**src/rtl/irq_pkg.sv**
```systemverilog
package irq_pkg;
  typedef enum logic [1:0] {
    REG_DSTAT = 2'd0,
    REG_DMASK = 2'd1,
    REG_USTAT = 2'd2,
    REG_UMASK = 2'd3
  } reg_sel_e;
endpackage

```
**src/rtl/irq_event_latch.sv**
```systemverilog
module irq_event_latch #(
  parameter int W = 4
) (
  input  logic         clk,
  input  logic         rst,
  input  logic [W-1:0] evt_i,
  input  logic [W-1:0] clr_i,
  output logic [W-1:0] stat_o,
  output logic [W-1:0] rise_o
);
  logic [W-1:0] prev_q;
  logic [W-1:0] stat_q;

  assign rise_o = evt_i & ~prev_q;
  assign stat_o = stat_q;

  generate
    for (genvar b = 0; b < W; b++) begin : g_bit
      always_ff @(posedge clk) begin
        if (rst) begin
          prev_q[b] <= 1'b0;
          stat_q[b] <= 1'b0;
        end else begin
          prev_q[b] <= evt_i[b];
          // a fresh edge outranks a clear in the same cycle
          stat_q[b] <= (stat_q[b] & ~clr_i[b]) | rise_o[b];
        end
      end
    end
  endgenerate

  // a status bit only appears where the input was high one cycle earlier
  assert_no_spurious_set_R2: assert property (@(posedge clk) disable iff (rst)
    ((stat_q & ~$past(stat_q) & ~$past(evt_i)) == '0));
endmodule

```
**src/rtl/irq_user_coalesce.sv**
```systemverilog
module irq_user_coalesce #(
  parameter int W = 4
) (
  input  logic         clk,
  input  logic         rst,
  input  logic         msg_mode_i,
  input  logic [W-1:0] rise_i,
  input  logic [W-1:0] mask_i,
  input  logic         service_i,
  input  logic         ack_i,
  output logic         pend_o
);
  logic armed_q;
  logic pend_q;
  logic fire;

  assign fire   = armed_q & (|(rise_i & mask_i));
  assign pend_o = pend_q;

  always_ff @(posedge clk) begin
    if (rst) begin
      armed_q <= 1'b1;
      pend_q  <= 1'b0;
    end else if (fire) begin
      armed_q <= 1'b0;
      pend_q  <= 1'b1;
    end else begin
      if (service_i) armed_q <= 1'b1;
      if ((service_i && !msg_mode_i) || (ack_i && msg_mode_i)) pend_q <= 1'b0;
    end
  end

  // no new user interrupt while coalescing is disarmed
  assert_single_fire_R6: assert property (@(posedge clk) disable iff (rst)
    !armed_q |=> !$rose(pend_q));
endmodule

```
**src/rtl/irq_msg_port.sv**
```systemverilog
module irq_msg_port #(
  parameter int N     = 7,
  parameter int VEC_W = $clog2(N)
) (
  input  logic             clk,
  input  logic             rst,
  input  logic             en_i,
  input  logic [N-1:0]     cand_i,
  input  logic             ack_i,
  output logic             req_o,
  output logic [VEC_W-1:0] vec_o,
  output logic [N-1:0]     done_o
);
  logic             req_q;
  logic [VEC_W-1:0] vec_q;
  logic [VEC_W-1:0] pick;
  logic             any;

  always_comb begin
    pick = '0;
    any  = 1'b0;
    for (int i = N - 1; i >= 0; i--) begin
      if (cand_i[i]) begin
        pick = VEC_W'(i);
        any  = 1'b1;
      end
    end
  end

  always_comb begin
    done_o = '0;
    if (req_q && ack_i && en_i) begin
      for (int i = 0; i < N; i++) begin
        if (vec_q == VEC_W'(i)) done_o[i] = 1'b1;
      end
    end
  end

  always_ff @(posedge clk) begin
    if (rst) begin
      req_q <= 1'b0;
      vec_q <= '0;
    end else if (!en_i) begin
      req_q <= 1'b0;
    end else if (req_q) begin
      if (ack_i) req_q <= 1'b0;
    end else if (any) begin
      req_q <= 1'b1;
      vec_q <= pick;
    end
  end

  assign req_o = req_q;
  assign vec_o = vec_q;

  // an open request and its vector hold until acknowledged
  assert_req_hold_R8: assert property (@(posedge clk) disable iff (rst)
    (req_q && !ack_i && en_i) |=> (req_q && $stable(vec_q)));
  // vector always names an existing source
  assert_vec_range_R8: assert property (@(posedge clk) disable iff (rst)
    req_q |-> (int'(vec_q) < N));
  // acknowledged request drops on the next clock
  assert_req_gap_R9: assert property (@(posedge clk) disable iff (rst)
    (req_q && ack_i) |=> !req_q);
endmodule

```
**src/rtl/irq_status_ctrl.sv**
```systemverilog
module irq_status_ctrl #(
  parameter int DMA_W  = 6,
  parameter int USER_W = 4,
  localparam int REG_W = (DMA_W > USER_W) ? DMA_W : USER_W,
  localparam int N_SRC = DMA_W + 1,
  localparam int VEC_W = $clog2(N_SRC)
) (
  input  logic              clk,
  input  logic              rst,
  input  logic              msg_mode,
  input  logic [DMA_W-1:0]  dma_evt,
  input  logic [USER_W-1:0] usr_evt,
  input  logic [1:0]        reg_addr,
  input  logic              reg_wr,
  input  logic [REG_W-1:0]  reg_wdata,
  output logic [REG_W-1:0]  reg_rdata,
  output logic              irq_level,
  input  logic              msg_ack,
  output logic              msg_req,
  output logic [VEC_W-1:0]  msg_vec
);
  import irq_pkg::*;

  logic [DMA_W-1:0]  dstat, drise, dclr, dmask_q;
  logic [USER_W-1:0] ustat, urise, uclr, umask_q;
  logic [N_SRC-1:0]  cand, done;
  logic              upend;
  logic              wr_dstat, wr_ustat, legacy;

  assign legacy   = ~msg_mode;
  assign wr_dstat = reg_wr && (reg_sel_e'(reg_addr) == REG_DSTAT);
  assign wr_ustat = reg_wr && (reg_sel_e'(reg_addr) == REG_USTAT);

  assign dclr = ((legacy && wr_dstat) ? reg_wdata[DMA_W-1:0] : '0) | done[DMA_W-1:0];
  assign uclr = ((legacy && wr_ustat) ? reg_wdata[USER_W-1:0] : '0)
              | (done[DMA_W] ? umask_q : '0);

  irq_event_latch #(.W(DMA_W)) u_dma_lat (
    .clk(clk), .rst(rst), .evt_i(dma_evt), .clr_i(dclr),
    .stat_o(dstat), .rise_o(drise)
  );

  irq_event_latch #(.W(USER_W)) u_usr_lat (
    .clk(clk), .rst(rst), .evt_i(usr_evt), .clr_i(uclr),
    .stat_o(ustat), .rise_o(urise)
  );

  irq_user_coalesce #(.W(USER_W)) u_coal (
    .clk(clk), .rst(rst), .msg_mode_i(msg_mode), .rise_i(urise),
    .mask_i(umask_q), .service_i(wr_ustat), .ack_i(done[DMA_W]),
    .pend_o(upend)
  );

  assign cand = {upend, dstat & dmask_q};

  irq_msg_port #(.N(N_SRC), .VEC_W(VEC_W)) u_msg (
    .clk(clk), .rst(rst), .en_i(msg_mode), .cand_i(cand), .ack_i(msg_ack),
    .req_o(msg_req), .vec_o(msg_vec), .done_o(done)
  );

  always_ff @(posedge clk) begin
    if (rst) begin
      dmask_q   <= '0;
      umask_q   <= '0;
      irq_level <= 1'b0;
      reg_rdata <= '0;
    end else begin
      if (reg_wr && reg_sel_e'(reg_addr) == REG_DMASK) dmask_q <= reg_wdata[DMA_W-1:0];
      if (reg_wr && reg_sel_e'(reg_addr) == REG_UMASK) umask_q <= reg_wdata[USER_W-1:0];
      irq_level <= legacy && ((|(dstat & dmask_q)) || upend);
      reg_rdata <= '0;
      case (reg_sel_e'(reg_addr))
        REG_DSTAT: reg_rdata[DMA_W-1:0]  <= dstat;
        REG_DMASK: reg_rdata[DMA_W-1:0]  <= dmask_q;
        REG_USTAT: reg_rdata[USER_W-1:0] <= ustat;
        default:   reg_rdata[USER_W-1:0] <= umask_q;
      endcase
    end
  end

  // message mode keeps the level line quiet
  assert_quiet_msg_R7: assert property (@(posedge clk) disable iff (rst)
    msg_mode |=> !irq_level);
  // nothing enabled and pending means no level interrupt
  assert_mask_gate_R5: assert property (@(posedge clk) disable iff (rst)
    (((dstat & dmask_q) == '0) && !upend) |=> !irq_level);
endmodule

```
**config.mk**
```make
export PLATFORM = sky130hd
export DESIGN_NAME = irq_status_ctrl
export DESIGN_NICKNAME = d
export VERILOG_FILES = /design/src/rtl/irq_pkg.sv /design/src/rtl/irq_event_latch.sv /design/src/rtl/irq_user_coalesce.sv /design/src/rtl/irq_msg_port.sv /design/src/rtl/irq_status_ctrl.sv
export SDC_FILE = /design/constraint.sdc
export NUM_CORES = 1
export LEC_CHECK = 0
export CORE_ASPECT_RATIO = 1.1
export CORE_UTILIZATION = 49
export DETAILED_ROUTE_END_ITERATION = 6
export MAX_ROUTING_LAYER = met4
export PLACE_DENSITY = 0.78
export SLEW_MARGIN = 20
export SYNTH_ARGS = -nofsm -noshare
export SYNTH_HDL_FRONTEND = slang
export SYNTH_SLANG_ARGS = --single-unit
export TNS_END_PERCENT = 1
```
**constraint.sdc**
```tcl
create_clock -name clk -period 1.8 [get_ports clk]
set_input_delay 0.27 -clock clk [delete_from_list [all_inputs] [get_ports clk]]
set_output_delay 0.27 -clock clk [all_outputs]
set_load 0.01 [all_outputs]
```
### Word-level counts from Yosys, hierarchy flattened

Index checks and enable logic that the tools add are counted.

* input port bits: 23
* flip-flop bits (word level): 43
* output and inout bits: 11
* word-level logic and storage cells: 134

* bitwise operators: 41
* mux-type cells: 34
* reduce and logical (&&, ||, !) cells: 22
* eq/ne operators: 9

Operators by type and width (count)
* two-way mux 1 bit: 21
* two-way mux 3 bit: 7
* AND 6 bit: 2
* NOT 1 bit: 12
* one-hot mux 4 bit (3 select lines): 1
* AND 1 bit: 11
* logical AND 1 bit: 11
* bitwise OR 1 bit: 10
* == test 3 bit (second input constant): 3
* AND 4 bit: 2
* two-way mux 4 bit: 2
* two-way mux 7 bit: 1
* == test 3 x 2 -> 1 bit (second input constant): 2
* two-way mux 6 bit: 1
* NOT 6 bit: 1
* bitwise OR 6 bit: 1
* OR reduction 6 bit: 1
* == test 2 bit (second input constant): 2
* NOT 4 bit: 1
* bitwise OR 4 bit: 1
* one-hot mux 2 bit (2 select lines): 1
* nonzero test 2 bit: 2
* OR reduction 4 bit: 1
* == test 3 x 1 -> 1 bit (second input constant): 1
* 7 further kinds: 8

### Longest topological paths before layout

* word-level depth: 9
* mapped depth: 5
* gate-level depth less buffers: 4

### Modules after synthesis

A second synthesis with hierarchy kept.

* cell total of the unflattened synthesis: 182
* area, all modules: 1970.6 µm²

By module, submodules not included
* irq_status_ctrl: sequential area each 340.3 µm², cells each 76, times used 1, area an instance 825.8 µm²
* irq_event_latch (u_dma_lat): sequential area each 240.2 µm², cells each 37, times used 1, area an instance 441.7 µm²
* irq_event_latch (u_usr_lat): sequential area each 160.2 µm², cells each 24, times used 1, area an instance 305.3 µm²
* irq_msg_port: sequential area each 80.1 µm², cells each 35, times used 1, area an instance 290.3 µm²
* irq_user_coalesce: sequential area each 40.0 µm², cells each 10, times used 1, area an instance 107.6 µm²

### Least setup slack after synthesis

No wires, ideal clock.

* path type: register to register
* start point: reg u_dma_lat.stat_q[2] (netlist: u_dma_lat.stat_o[2])
* end point: reg u_msg.vec_q[1] (netlist: u_msg.vec_o[1])
* period minus slack after synthesis: 1.320 ns
* path slack: 0.480 ns
* path buffers: 0
* arrival time: 1.188 ns
* required time: 1.668 ns
* cell stages (with the launch flop): 5
* library setup time: 0.132 ns
* cell sequence: dfxtp_1 a22o_1 o41ai_4 or3_1 a21oi_1

* cells in the longest elaborated chain, start to end: 5
* elaborated cells on any way between the ends: 8
* classes of those cells: mux: 6; bitwise: 1; reduce/logical: 1

RTL lines
* from (decl): line irq_event_latch.sv:12 `logic [W-1:0] stat_q;`
* from (signal, indexed assignment): line irq_event_latch.sv:26 `stat_q[b] <= (stat_q[b] & ~clr_i[b]) | rise_o[b];`
* AND 6 bit (*): line irq_status_ctrl.sv:54 `assign cand = {upend, dstat & dmask_q};`
* two-way mux 1 bit (3 in a row): line irq_msg_port.sv:23 `if (cand_i[i]) begin`
* AND reduction 3 bit (no line)
* to (signal assigned): line irq_msg_port.sv:49 `vec_q <= pick;`
* to (decl): line irq_msg_port.sv:15 `logic [VEC_W-1:0] vec_q;`

Every way passes the cells marked *; elsewhere a longest branch is shown, timed or not.
A chain may end at the register's enable or synchronous reset.

### Worst setup path after layout

* start point: reg u_msg.vec_q[0] (netlist: u_msg.vec_o[0])
* end point: out msg_vec[0]

RTL lines
* to (decl): line irq_status_ctrl.sv:20 `output logic [VEC_W-1:0] msg_vec`

No word-level cell between the ends.

==> metrics <==
status=finished clean; #FFs+latches synth=43; cts hold-fix bufs=0; largest net degree at the start of global routing=17; overall routing resource usage=0.240; Yosys Warn Count=0; WL met1=1.75 mm; Initial Util=0.527; Die Width=60.0 um; Port Buffers=33; wirelength, routed=4.01 mm; Leak=0.939 nW; Top Ports=34; die area=0.00394 mm^2; synth top area cells=dfxtp_1, mux2i_1, mux4_2; met2 WL=1.91 mm; cell taking the most area after synthesis=dfxtp_1; post-synthesis sequential area ratio=0.475; chip height=65.8 um; Slew HR=0.714; synthesized net count=205; DRT Pass-1 Iters=4; Cell Int Power=1.38 mW; min-delay worst type=flip-flop to flip-flop; Worst-Margin Slew=0.428 ns; Nets=247; RSZ-0062 raised after global routing=false; slowest CP cell=clkdlybuf4s50_1; syn avg cell area=9.95 um^2; met3 wire length=242 um; Max Clock Skew=0.00507 ns; Max clock buf depth=2; clk slew on worst S/H paths=0.11 ns; initial antenna violation count=0; layout cells sized above 1=0.102; drc violations=0; Net Sw Power=430 uW; CP arrival=1.37 ns; Sink Count=43; Flop pwr share=0.577; Fin. Hold Viols=0; synthesized instance count=182; Sw Ratio=0.238; TritonCTS buffer count=5; combinational power share=0.138; antenna-violating nets left=0; Post-CTS Setup Inserts=0; Post-CTS Resized=0; vias in the first global route=1490; Core Util, Final=0.670; CTS HTree Levels=2; critical setup path kind=flip-flop to primary output; setup violators final=0; critical path data required time=1.53 ns; Bufs and invs on worst path=1; Highest Signal Layer=met4; Final min period=1.64 ns; Core Region=0.00344 mm^2; ANT cells=0; worst skew pair latency=0.34 ns; wire length per cell=14.7 um; clock network power share=0.285; synthesized cell area=0.00181 mm^2; CP max stage delay=0.58 ns; Area Growth Syn to Fin=27.3%; DP HPWL=3.05 mm; Power, Total=1.81 mW; Yosys cell types=33; worst-path cell chain=clkdlybuf4s50_1; Max Slew Vio Count=0; fmax=609 MHz; vias post-DR=1514; crit-path leading delay family=buffers and inverters; Via density=5.55; Critical Path Start Type=flip-flop; grt total ovfl=0; Max Cap Viol=0; pwr/cell area=785 mW/mm^2; TritonCTS clock tree=yes; Worst Setup End Kind=primary output; Starting DRT DRC Count=83; Placer Congestion=0.827; first-pass GRT wire length=6.79 mm; part of the cycle the worst path needs=0.912; crit-path max FO=7; top cell type's share of synthesized area=0.475; Root Driver=clkbuf_4; peak supply drop=0.000475 V; Core Rows=22
-- power groups by stage --
| stage | clock [mW] | combinational, mW | sequential [mW] |
|---|---|---|---|
| 2_1_floorplan | 0 | 0.130 | 1.06 |
| 3_3_place_gp | 0 | 0.240 | 1.06 |
| 3_5_place_dp | 0 | 0.249 | 1.07 |
| 4_1_cts | 0.528 | 0.250 | 1.04 |
| 5_1_grt | 0.577 | 0.272 | 1.05 |
| 6_report | 0.516 | 0.250 | 1.04 |
-- registers in the layout, indices dropped and copies added, names as in the netlist, 3 cells and up --
name and cells:
dmask_q 6, reg_rdata 6, u_dma_lat.prev_q 6, u_dma_lat.stat_o 6, u_usr_lat.prev_q 4, u_usr_lat.stat_o 4
umask_q 4, u_msg.vec_o 3
-- synth_stat cells --
cell        n
a21o_1      4
a21oi_1    10
a221o_1     1
a221oi_1    5
a22o_1      4
a31oi_1     2
a32oi_1     1
and2b_1     1
and4_1      1
and4b_1     1
and4bb_2    1
buf_2       2
clkbuf_1    4
dfxtp_1    43
inv_1      12
mux2i_1    12
mux4_2      4
nand2_1    11
nand2b_1   10
nand3_1     2
nand3b_1    7
nand4_1     1
nor2_1     12
nor2b_1    14
nor3_1      4
nor4b_2     1
o2111ai_1   1
o211ai_1    4
o21ai_0     3
o41ai_4     1
or2_2       1
or2b_1      1
or3_1       1
-- layer usage --
metal,up-vias,global-route usage
li1,732,-
met1,698,0.293
met2,70,0.372
met3,14,0.0509
met4,0,0.119
met5,-,-
-- worst paths after layout --
check / start / end / slack, ns / cells after the start
max: u_msg.vec_o[0]$_SDFFE_PP0P_ / msg_vec[0] / 0.16 / 1
min: u_dma_lat.prev_q[2]$_SDFF_PP0_ / u_dma_lat.stat_o[2]$_SDFF_PP0_ / 0.43 / 1
max reg2reg: u_dma_lat.stat_o[2]$_SDFF_PP0_ / u_msg.vec_o[1]$_SDFFE_PP0P_ / 0.29 / 4
min reg2reg: u_dma_lat.prev_q[2]$_SDFF_PP0_ / u_dma_lat.stat_o[2]$_SDFF_PP0_ / 0.43 / 1
-- logic make-up (layout without fill, tap and decap cells) --
family                 Yosys count  in the layout  share of synthesized area
buffers and inverters           18             61                     0.0387
muxes                           16             16                      0.116
and+or+nand+nor                 69             69                      0.220
AOI/OAI and AO/OA               36             36                      0.150
DFF                             43             43                      0.475
-- metrics by stage --
stage	setup WS, ns	std cells	instance area, um^2	hold slack (ns)	TNS, ns
floorplan	0.480	182	1810	0.349	0
global placement	0.0184	265	2240	0.403	0
detailed placement	-0.00880	265	2240	0.425	-0.00880
CTS	0.143	273	2310	0.441	0
global route	0.0713	273	2310	0.453	0
finish	0.158	273	2310	0.427	0
-- final cells by class --
class	count	area [um^2]
Tap cell	48	60.1
Clock buffer	8	68.8
Inverter	12	45.0
Multi-Input combinational cell	121	881
Timing Repair Buffer	41	390
Fill cell	287	1130
Sequential cell	43	861
-- placed cells by master (no fill, tap or decap), drive strengths merged, types with 2 or more instances in the layout --
| master | instances |
|---|---|
| clkdlybuf4s50 | 33 |
| a21oi | 10 |
| inv | 12 |
| nor2 | 12 |
| mux2i | 12 |
| a21o | 4 |
| nor3 | 4 |
| nand2b | 10 |
| mux4 | 4 |
| dfxtp | 43 |
| buf | 8 |
| nor2b | 14 |
| nand3 | 2 |
| nand3b | 7 |
| o211ai | 4 |
| a22o | 4 |
| a31oi | 2 |
| clkbuf | 8 |
| a221oi | 5 |
| nand2 | 11 |
| o21ai | 3 |
Note: power is estimated with default switching activity, not from simulation.
